File: src/rtl/nrsqrt_pkg.sv
package nrsqrt_pkg;

   typedef enum logic {
      SQ_IDLE = 1'b0,
      SQ_ITER = 1'b1
   } sq_state_e;

   localparam int unsigned SQ_MIN_ROOT_W = 2;
   localparam int unsigned SQ_MAX_ROOT_W = 32;

endpackage

File: src/rtl/nrsqrt_ctrl.sv
module nrsqrt_ctrl
   import nrsqrt_pkg::*;
#(
   parameter int unsigned RootW = 8
) (
   input  logic                  clk,
   input  logic                  rst_n,
   input  logic                  start_i,
   output logic                  load_o,
   output logic                  step_o,
   output logic                  last_o,
   output logic                  busy_o,
   output logic [2*RootW-1:0]    bsel_o
);

   localparam int unsigned RadW   = 2 * RootW;
   localparam int unsigned TopPos = RadW - 2;

   sq_state_e          state_q;
   logic [RadW-1:0]    bsel_q;

   // accepted only when idle
   assign load_o = start_i && (state_q == SQ_IDLE);
   assign step_o = (state_q == SQ_ITER);
   // marker at root position 0 means this is the final level
   assign last_o = step_o && bsel_q[0];
   assign busy_o = step_o;
   assign bsel_o = bsel_q;

   always_ff @(posedge clk or negedge rst_n) begin
      if (!rst_n) begin
         state_q <= SQ_IDLE;
         bsel_q  <= '0;
      end else if (load_o) begin
         state_q <= SQ_ITER;
         bsel_q  <= RadW'(1) << TopPos;
      end else if (step_o) begin
         bsel_q  <= bsel_q >> 2;
         if (last_o) begin
            state_q <= SQ_IDLE;
         end
      end
   end

endmodule

File: src/rtl/nrsqrt_remainder.sv
module nrsqrt_remainder #(
   parameter int unsigned RootW      = 8,
   parameter bit          EXACT_HOLD = 1'b1
) (
   input  logic                  clk,
   input  logic                  rst_n,
   input  logic                  load_i,
   input  logic                  step_i,
   input  logic [2*RootW-1:0]    radicand_i,
   input  logic [2*RootW-1:0]    ys_i,
   input  logic [2*RootW-1:0]    bsel_i,
   output logic                  neg_o,
   output logic                  neg_next_o,
   output logic                  exact_o,
   output logic [2*RootW+1:0]    diff_o
);

   localparam int unsigned RadW  = 2 * RootW;
   localparam int unsigned DiffW = RadW + 2;
   localparam int unsigned SignB = DiffW - 1;

   logic [DiffW-1:0] diff_q;
   logic [DiffW-1:0] ys_w;
   logic [DiffW-1:0] b_w;
   logic [DiffW-1:0] opnd_w;
   logic [DiffW-1:0] addend_w;
   logic [DiffW-1:0] sum_w;
   logic [DiffW-1:0] diff_reg_nx;
   logic             hold_w;
   logic             upd_w;

   assign ys_w  = {2'b00, ys_i};
   assign b_w   = {2'b00, bsel_i};
   assign neg_o = diff_q[SignB];

   // Operand formed by masking only. The scaled root has its lowest set bit
   // two places above the marker whenever the remainder can be negative, so
   // subtracting the marker is a clear plus two sets.
   always_comb begin
      if (neg_o) begin
         opnd_w = (ys_w & ~(b_w << 2)) | (b_w << 1) | b_w;
      end else begin
         opnd_w = ys_w | b_w;
      end
   end

   // the single shared adder/subtracter: invert and carry-in for subtraction
   assign addend_w = neg_o ? opnd_w : ~opnd_w;
   assign sum_w    = diff_q + addend_w + {{(DiffW-1){1'b0}}, ~neg_o};

   assign upd_w       = step_i && !hold_w;
   assign diff_reg_nx = upd_w ? sum_w : diff_q;
   assign neg_next_o  = diff_reg_nx[SignB];
   assign diff_o      = diff_q;
   assign exact_o     = hold_w;

   always_ff @(posedge clk or negedge rst_n) begin
      if (!rst_n) begin
         diff_q <= '0;
      end else if (load_i) begin
         diff_q <= {2'b00, radicand_i};
      end else if (upd_w) begin
         diff_q <= sum_w;
      end
   end

   generate
      if (EXACT_HOLD) begin : g_exact
         logic exact_q;
         always_ff @(posedge clk or negedge rst_n) begin
            if (!rst_n) begin
               exact_q <= 1'b0;
            end else if (load_i) begin
               exact_q <= 1'b0;
            end else if (upd_w && (sum_w == '0)) begin
               exact_q <= 1'b1;
            end
         end
         assign hold_w = exact_q;
      end else begin : g_no_exact
         assign hold_w = 1'b0;
      end
   endgenerate

endmodule

File: src/rtl/nrsqrt_rootshift.sv
module nrsqrt_rootshift #(
   parameter int unsigned RootW = 8
) (
   input  logic                  clk,
   input  logic                  rst_n,
   input  logic                  load_i,
   input  logic                  step_i,
   input  logic                  neg_i,
   input  logic                  hold_i,
   input  logic [2*RootW-1:0]    bsel_i,
   output logic [2*RootW-1:0]    ys_o,
   output logic [RootW-1:0]      root_nx_o
);

   localparam int unsigned RadW = 2 * RootW;

   logic [RadW-1:0] ys_q;
   logic [RadW-1:0] half_w;
   logic [RadW-1:0] ys_nx;

   assign half_w = ys_q >> 1;

   // Scaled root: trial root shifted up by (level+1). Moving one level down
   // halves it; the +/- step of 2^level becomes a set, or a clear-and-set.
   always_comb begin
      if (hold_i) begin
         ys_nx = half_w;
      end else if (neg_i) begin
         ys_nx = (half_w & ~(bsel_i << 1)) | bsel_i;
      end else begin
         ys_nx = half_w | bsel_i;
      end
   end

   assign ys_o      = ys_q;
   assign root_nx_o = ys_nx[RootW-1:0];

   always_ff @(posedge clk or negedge rst_n) begin
      if (!rst_n) begin
         ys_q <= '0;
      end else if (load_i) begin
         ys_q <= '0;
      end else if (step_i) begin
         ys_q <= ys_nx;
      end
   end

endmodule

File: src/rtl/nrsqrt_unit.sv
module nrsqrt_unit
   import nrsqrt_pkg::*;
#(
   parameter int unsigned RootW      = 8,
   parameter bit          EXACT_HOLD = 1'b1
) (
   input  logic                  clk,
   input  logic                  rst_n,
   input  logic                  start_i,
   input  logic [2*RootW-1:0]    radicand_i,
   output logic                  busy_o,
   output logic                  done_o,
   output logic [RootW-1:0]      root_o
);

   localparam int unsigned RadW  = 2 * RootW;
   localparam int unsigned DiffW = RadW + 2;

   generate
      if (RootW < SQ_MIN_ROOT_W || RootW > SQ_MAX_ROOT_W) begin : g_bad_width
         $error("nrsqrt_unit: RootW out of supported range");
      end
   endgenerate

   logic                load_w;
   logic                step_w;
   logic                last_w;
   logic [RadW-1:0]     bsel_w;
   logic [RadW-1:0]     ys_w;
   logic [RootW-1:0]    root_nx_w;
   logic                neg_w;
   logic                neg_next_w;
   logic                exact_w;
   logic [DiffW-1:0]    diff_w;
   logic [RootW-1:0]    root_q;
   logic                done_q;

   nrsqrt_ctrl #(.RootW(RootW)) u_ctrl (
      .clk     (clk),
      .rst_n   (rst_n),
      .start_i (start_i),
      .load_o  (load_w),
      .step_o  (step_w),
      .last_o  (last_w),
      .busy_o  (busy_o),
      .bsel_o  (bsel_w)
   );

   nrsqrt_remainder #(.RootW(RootW), .EXACT_HOLD(EXACT_HOLD)) u_rem (
      .clk        (clk),
      .rst_n      (rst_n),
      .load_i     (load_w),
      .step_i     (step_w),
      .radicand_i (radicand_i),
      .ys_i       (ys_w),
      .bsel_i     (bsel_w),
      .neg_o      (neg_w),
      .neg_next_o (neg_next_w),
      .exact_o    (exact_w),
      .diff_o     (diff_w)
   );

   nrsqrt_rootshift #(.RootW(RootW)) u_root (
      .clk       (clk),
      .rst_n     (rst_n),
      .load_i    (load_w),
      .step_i    (step_w),
      .neg_i     (neg_w),
      .hold_i    (exact_w),
      .bsel_i    (bsel_w),
      .ys_o      (ys_w),
      .root_nx_o (root_nx_w)
   );

   // final correction: a negative remainder means the odd raw root is one high
   always_ff @(posedge clk or negedge rst_n) begin
      if (!rst_n) begin
         root_q <= '0;
         done_q <= 1'b0;
      end else begin
         done_q <= last_w;
         if (last_w) begin
            root_q <= root_nx_w & ~(RootW'(neg_next_w));
         end
      end
   end

   assign root_o = root_q;
   assign done_o = done_q;

endmodule

File: config.mk
export PLATFORM = sky130hd
export DESIGN_NAME = nrsqrt_unit
export DESIGN_NICKNAME = d
export VERILOG_FILES = /design/src/rtl/nrsqrt_pkg.sv /design/src/rtl/nrsqrt_ctrl.sv /design/src/rtl/nrsqrt_remainder.sv /design/src/rtl/nrsqrt_rootshift.sv /design/src/rtl/nrsqrt_unit.sv
export SDC_FILE = /design/constraint.sdc
export NUM_CORES = 1
export LEC_CHECK = 0
export CORE_MARGIN = 10
export CORE_UTILIZATION = 52
export DETAILED_ROUTE_END_ITERATION = 6
export PLACE_DENSITY_LB_ADDON = 0.25
export RECOVER_POWER = 100
export SLEW_MARGIN = 20
export SYNTH_ARGS = -nofsm -noshare
export SYNTH_HDL_FRONTEND = slang
export SYNTH_SLANG_ARGS = --single-unit
File: constraint.sdc
create_clock -name clk -period 3.15 [get_ports clk]
set_clock_uncertainty 0.2 [all_clocks]
set_input_delay 0.945 -clock clk [delete_from_list [all_inputs] [get_ports clk]]
set_output_delay 0.945 -clock clk [all_outputs]
set_load 0.02 [all_outputs]
==> results.sh, run 1 <==
export IMPL_synth_top_area_share_pct=39.8
export IMPL_slew_headroom_pct=18.4
export IMPL_gp_routability_congestion=0.903
export IMPL_path_buf_inv=3
export IMPL_cap_viol_max_count=0
export IMPL_rsz0062_at_grt="true"
export IMPL_synth_edf_count=0
export IMPL_fillCellCount=472
export IMPL_period_needed_ns=3.19
export IMPL_htree_levels=2
export IMPL_violations="negative setup slack"
export IMPL_seq_area_mm2=0.00131
export IMPL_most_common_layout_cells="buf_4 (52), dfrtp_1 (49), nand2_1 (45)"
export IMPL_rows=28
export IMPL_grt_max_degree=24
export IMPL_synth_cell_area_mm2=0.00327
export IMPL_cpMostUsedCell="buf_4"
export IMPL_syn_num_nets=401
export IMPL_layout_commonest_cell="buf_4"
export IMPL_grt_pass1_wl_mm=15.1
export IMPL_areaGrowthSynthToFinish_pct=31.3
export IMPL_clock_path_buffers=2
export IMPL_initial_core_util_pct=54.2
export IMPL_numCtsBuffers=5
export IMPL_ff2ff_path_depth=12
export IMPL_via_per_inst=6.00
export IMPL_holdPathStages=2
export IMPL_die_w_um=99.3
export IMPL_via_count=3084
export IMPL_io_pins=29
export IMPL_post_route_period_util_pct=101
export IMPL_cp_max_fo=10
export IMPL_ys_dominant_reg_cell="dfrtp_1"
export IMPL_yosysUniqueCellTypes=57
export IMPL_portBuffers=28
export IMPL_drt_iter0_drc=183
export IMPL_ys_top_cells_by_area="dfrtp_1 (40%), o21ai_0 (7.0%), ha_1 (6.1%), nand2_1 (5.2%), a21oi_1 (3.7%)"
export IMPL_die_area_mm2=0.00985
export IMPL_layout_setup_ws_ns=-0.0432
export IMPL_cp_required_ns=3.21
export IMPL_overflow=0
export IMPL_first_pass_iters=4
export IMPL_multi_input_comb_area_mm2=0.00207
export IMPL_wl_mm=9.23
export IMPL_dp_slack_ns=-0.0871
export IMPL_ys_seq_area_share_pct=39.8
export IMPL_worst_slew_pin_slew_ns=1.22
export IMPL_fin_nets=474
export IMPL_wl_per_cell_um=18.0
export IMPL_slowest_delay_ns=0.44
export IMPL_outcome="finished, violations left"
export IMPL_dp_hpwl_mm=6.47
export IMPL_core_region_area_mm2=0.00603
export IMPL_synth_seq_cells=52
export IMPL_ant_nets=0
export IMPL_slowest_stage="dfrtp_1"
export IMPL_crit_path_end_kind="register"
export IMPL_drc=0
export IMPL_n_antenna_cell=0
export IMPL_hold_path_class="reg2reg"
export IMPL_clk_latency_ns=0.31
export IMPL_cts_tree="yes"
export IMPL_yosysWarnings=0
export IMPL_arrival_ns=3.25
export IMPL_gr_usage_all_layers_pct=18.1
export IMPL_crit_chain="buf_4, o31ai_4, ha_1, a21o_2, a211oi_4, buf_4, inv_1, o22ai_1, xor2_1, nand4_1, nor4b_4, a32o_2"
export IMPL_antenna_found_initial=0
export IMPL_start_kind="register"
export IMPL_synth_top_area_cell="dfrtp_1"
export IMPL_fmax_mhz=313
export IMPL_grt_pass1_vias=3003
export IMPL_clock_sinks=52
export IMPL_drv_slew=0
export IMPL_fin_util_pct=71.2
export IMPL_path_clk_slew_ns=0.11
export IMPL_root_buffer="clkbuf_8"
export IMPL_syn_avg_cell_area_um2=8.95
export IMPL_synthArstFlopShare_pct=100
export IMPL_critPathTopFamily="compound AO/OA/AOI/OAI gates"
export IMPL_drive_above_1_share_pct=26.0
export IMPL_netlist_instances=365
export IMPL_final_setup_viol_count=1
export IMPL_worst_path_stages=12
export IMPL_critical_path_class="reg2reg"
export IMPL_hold_viol=0
export IMPL_dieHeight_um=99.3
==> per-stage QoR <==
stage	setup TNS (ns)	cells	hold WS, ns	instance area [µm²]
2_1_floorplan	0	365	0.243	3270
3_3_place_gp	-0.0310	486	0.266	3830
3_5_place_dp	-0.110	486	0.273	3830
4_1_cts	0	507	0.298	4130
5_1_grt	-0.528	514	0.321	4290
6_report	-0.0432	514	0.289	4290
==> synth_stat cells (6+ instances only) <==
cell type	number
a21o_1	6
a21oi_1	24
a22oi_1	12
clkbuf_1	17
dfrtp_1	52
ha_1	16
inv_1	7
nand2_1	45
nand3_1	7
nand3b_1	7
nor2_1	19
nor2b_1	8
nor3_1	12
o21a_1	6
o21ai_0	46
o31ai_1	7
xnor2_1	6
==> cell type report <==
cell class	instances	share of cell area, %
clock buffer	5	1.60
clock inverter	3	0.613
inverter	8	0.700
multi-input combinational	284	48.2
sequential	52	30.4
tap	75	2.19
timing repair buffer	87	16.3
==> final timing paths <==
check / startpoint / to / slack [ns]
setup reg to reg: u_rem.diff_o[17] / u_rem.exact_o / -0.04
hold / removal: root_o[3] / root_o[3] / 0.29
max in group asynchronous: rst_n / u_ctrl.bsel_o[6] / 0.63
setup / recovery: u_rem.diff_o[17] / u_rem.exact_o / -0.04
hold reg to reg: root_o[3] / root_o[3] / 0.29
min in group asynchronous: rst_n / u_rem.diff_o[5] / 0.66
==> logic make-up after synthesis <==
| family | Yosys count | share of synthesized area, % |
|---|---|---|
| compound gates | 135 | 27.5 |
| simple gates | 120 | 18.8 |
| xor+xnor | 10 | 2.68 |
| buf+inv | 29 | 3.83 |
| flops | 52 | 39.8 |
| mux | 2 | 0.613 |
| fa+ha+maj | 17 | 6.74 |
==> routing by layer <==
layer	wire, µm	vias up	track usage (%)
met4	111	0	3.75
met5	0	-	0
met2	4430	73	29.5
met3	473	11	3.39
li1	-	1492	-
met1	4210	1508	24.4
==> worst reg2reg max path, stage by stage, from the launching register on <==
cell	delay, ns
dfrtp_1	0.44
buf_4	0.20
o31ai_4	0.26
ha_1	0.28
a21o_2	0.25
a211oi_4	0.32
buf_4	0.16
inv_1	0.03
o22ai_1	0.14
xor2_1	0.24
nand4_1	0.16
nor4b_4	0.25
a32o_2	0.20
==> sequential cells by signal, indices dropped and copies added (netlist names) <==
signal         flops
u_rem.diff_o      18
u_ctrl.bsel_o      8
u_root.ys_o       15
u_rem.exact_o      1
u_ctrl.busy_o      1
done_o             1
root_o             8
==> what timing repair did <==
| action | CTS | global route |
|---|---|---|
| setup endpoints to repair | 2 | 8 |
| hold buffers | 0 | 0 |
| pin swaps | 14 | 12 |
| buffers inserted | 13 | 7 |
| gates resized for setup | 23 | 31 |
Power of run 1 is left out: the tool's default activity adds up to more than one toggle a clock period on the data nets, which glitch-free logic cannot reach.
==> run 2, diff against run 1 <==
--- a/config.mk
+++ b/config.mk
@@ -5,8 +5,10 @@
 export SDC_FILE = /design/constraint.sdc
 export NUM_CORES = 1
 export LEC_CHECK = 0
+export CAP_MARGIN = 20
 export CORE_MARGIN = 10
 export CORE_UTILIZATION = 52
+export CTS_CLUSTER_DIAMETER = 100
 export DETAILED_ROUTE_END_ITERATION = 6
 export PLACE_DENSITY_LB_ADDON = 0.25
 export RECOVER_POWER = 100
==> results of run 2 <==
Same layout as run 1: the final DEF is identical, and so are final timing and power.
Power of run 2 is left out for the same reason.
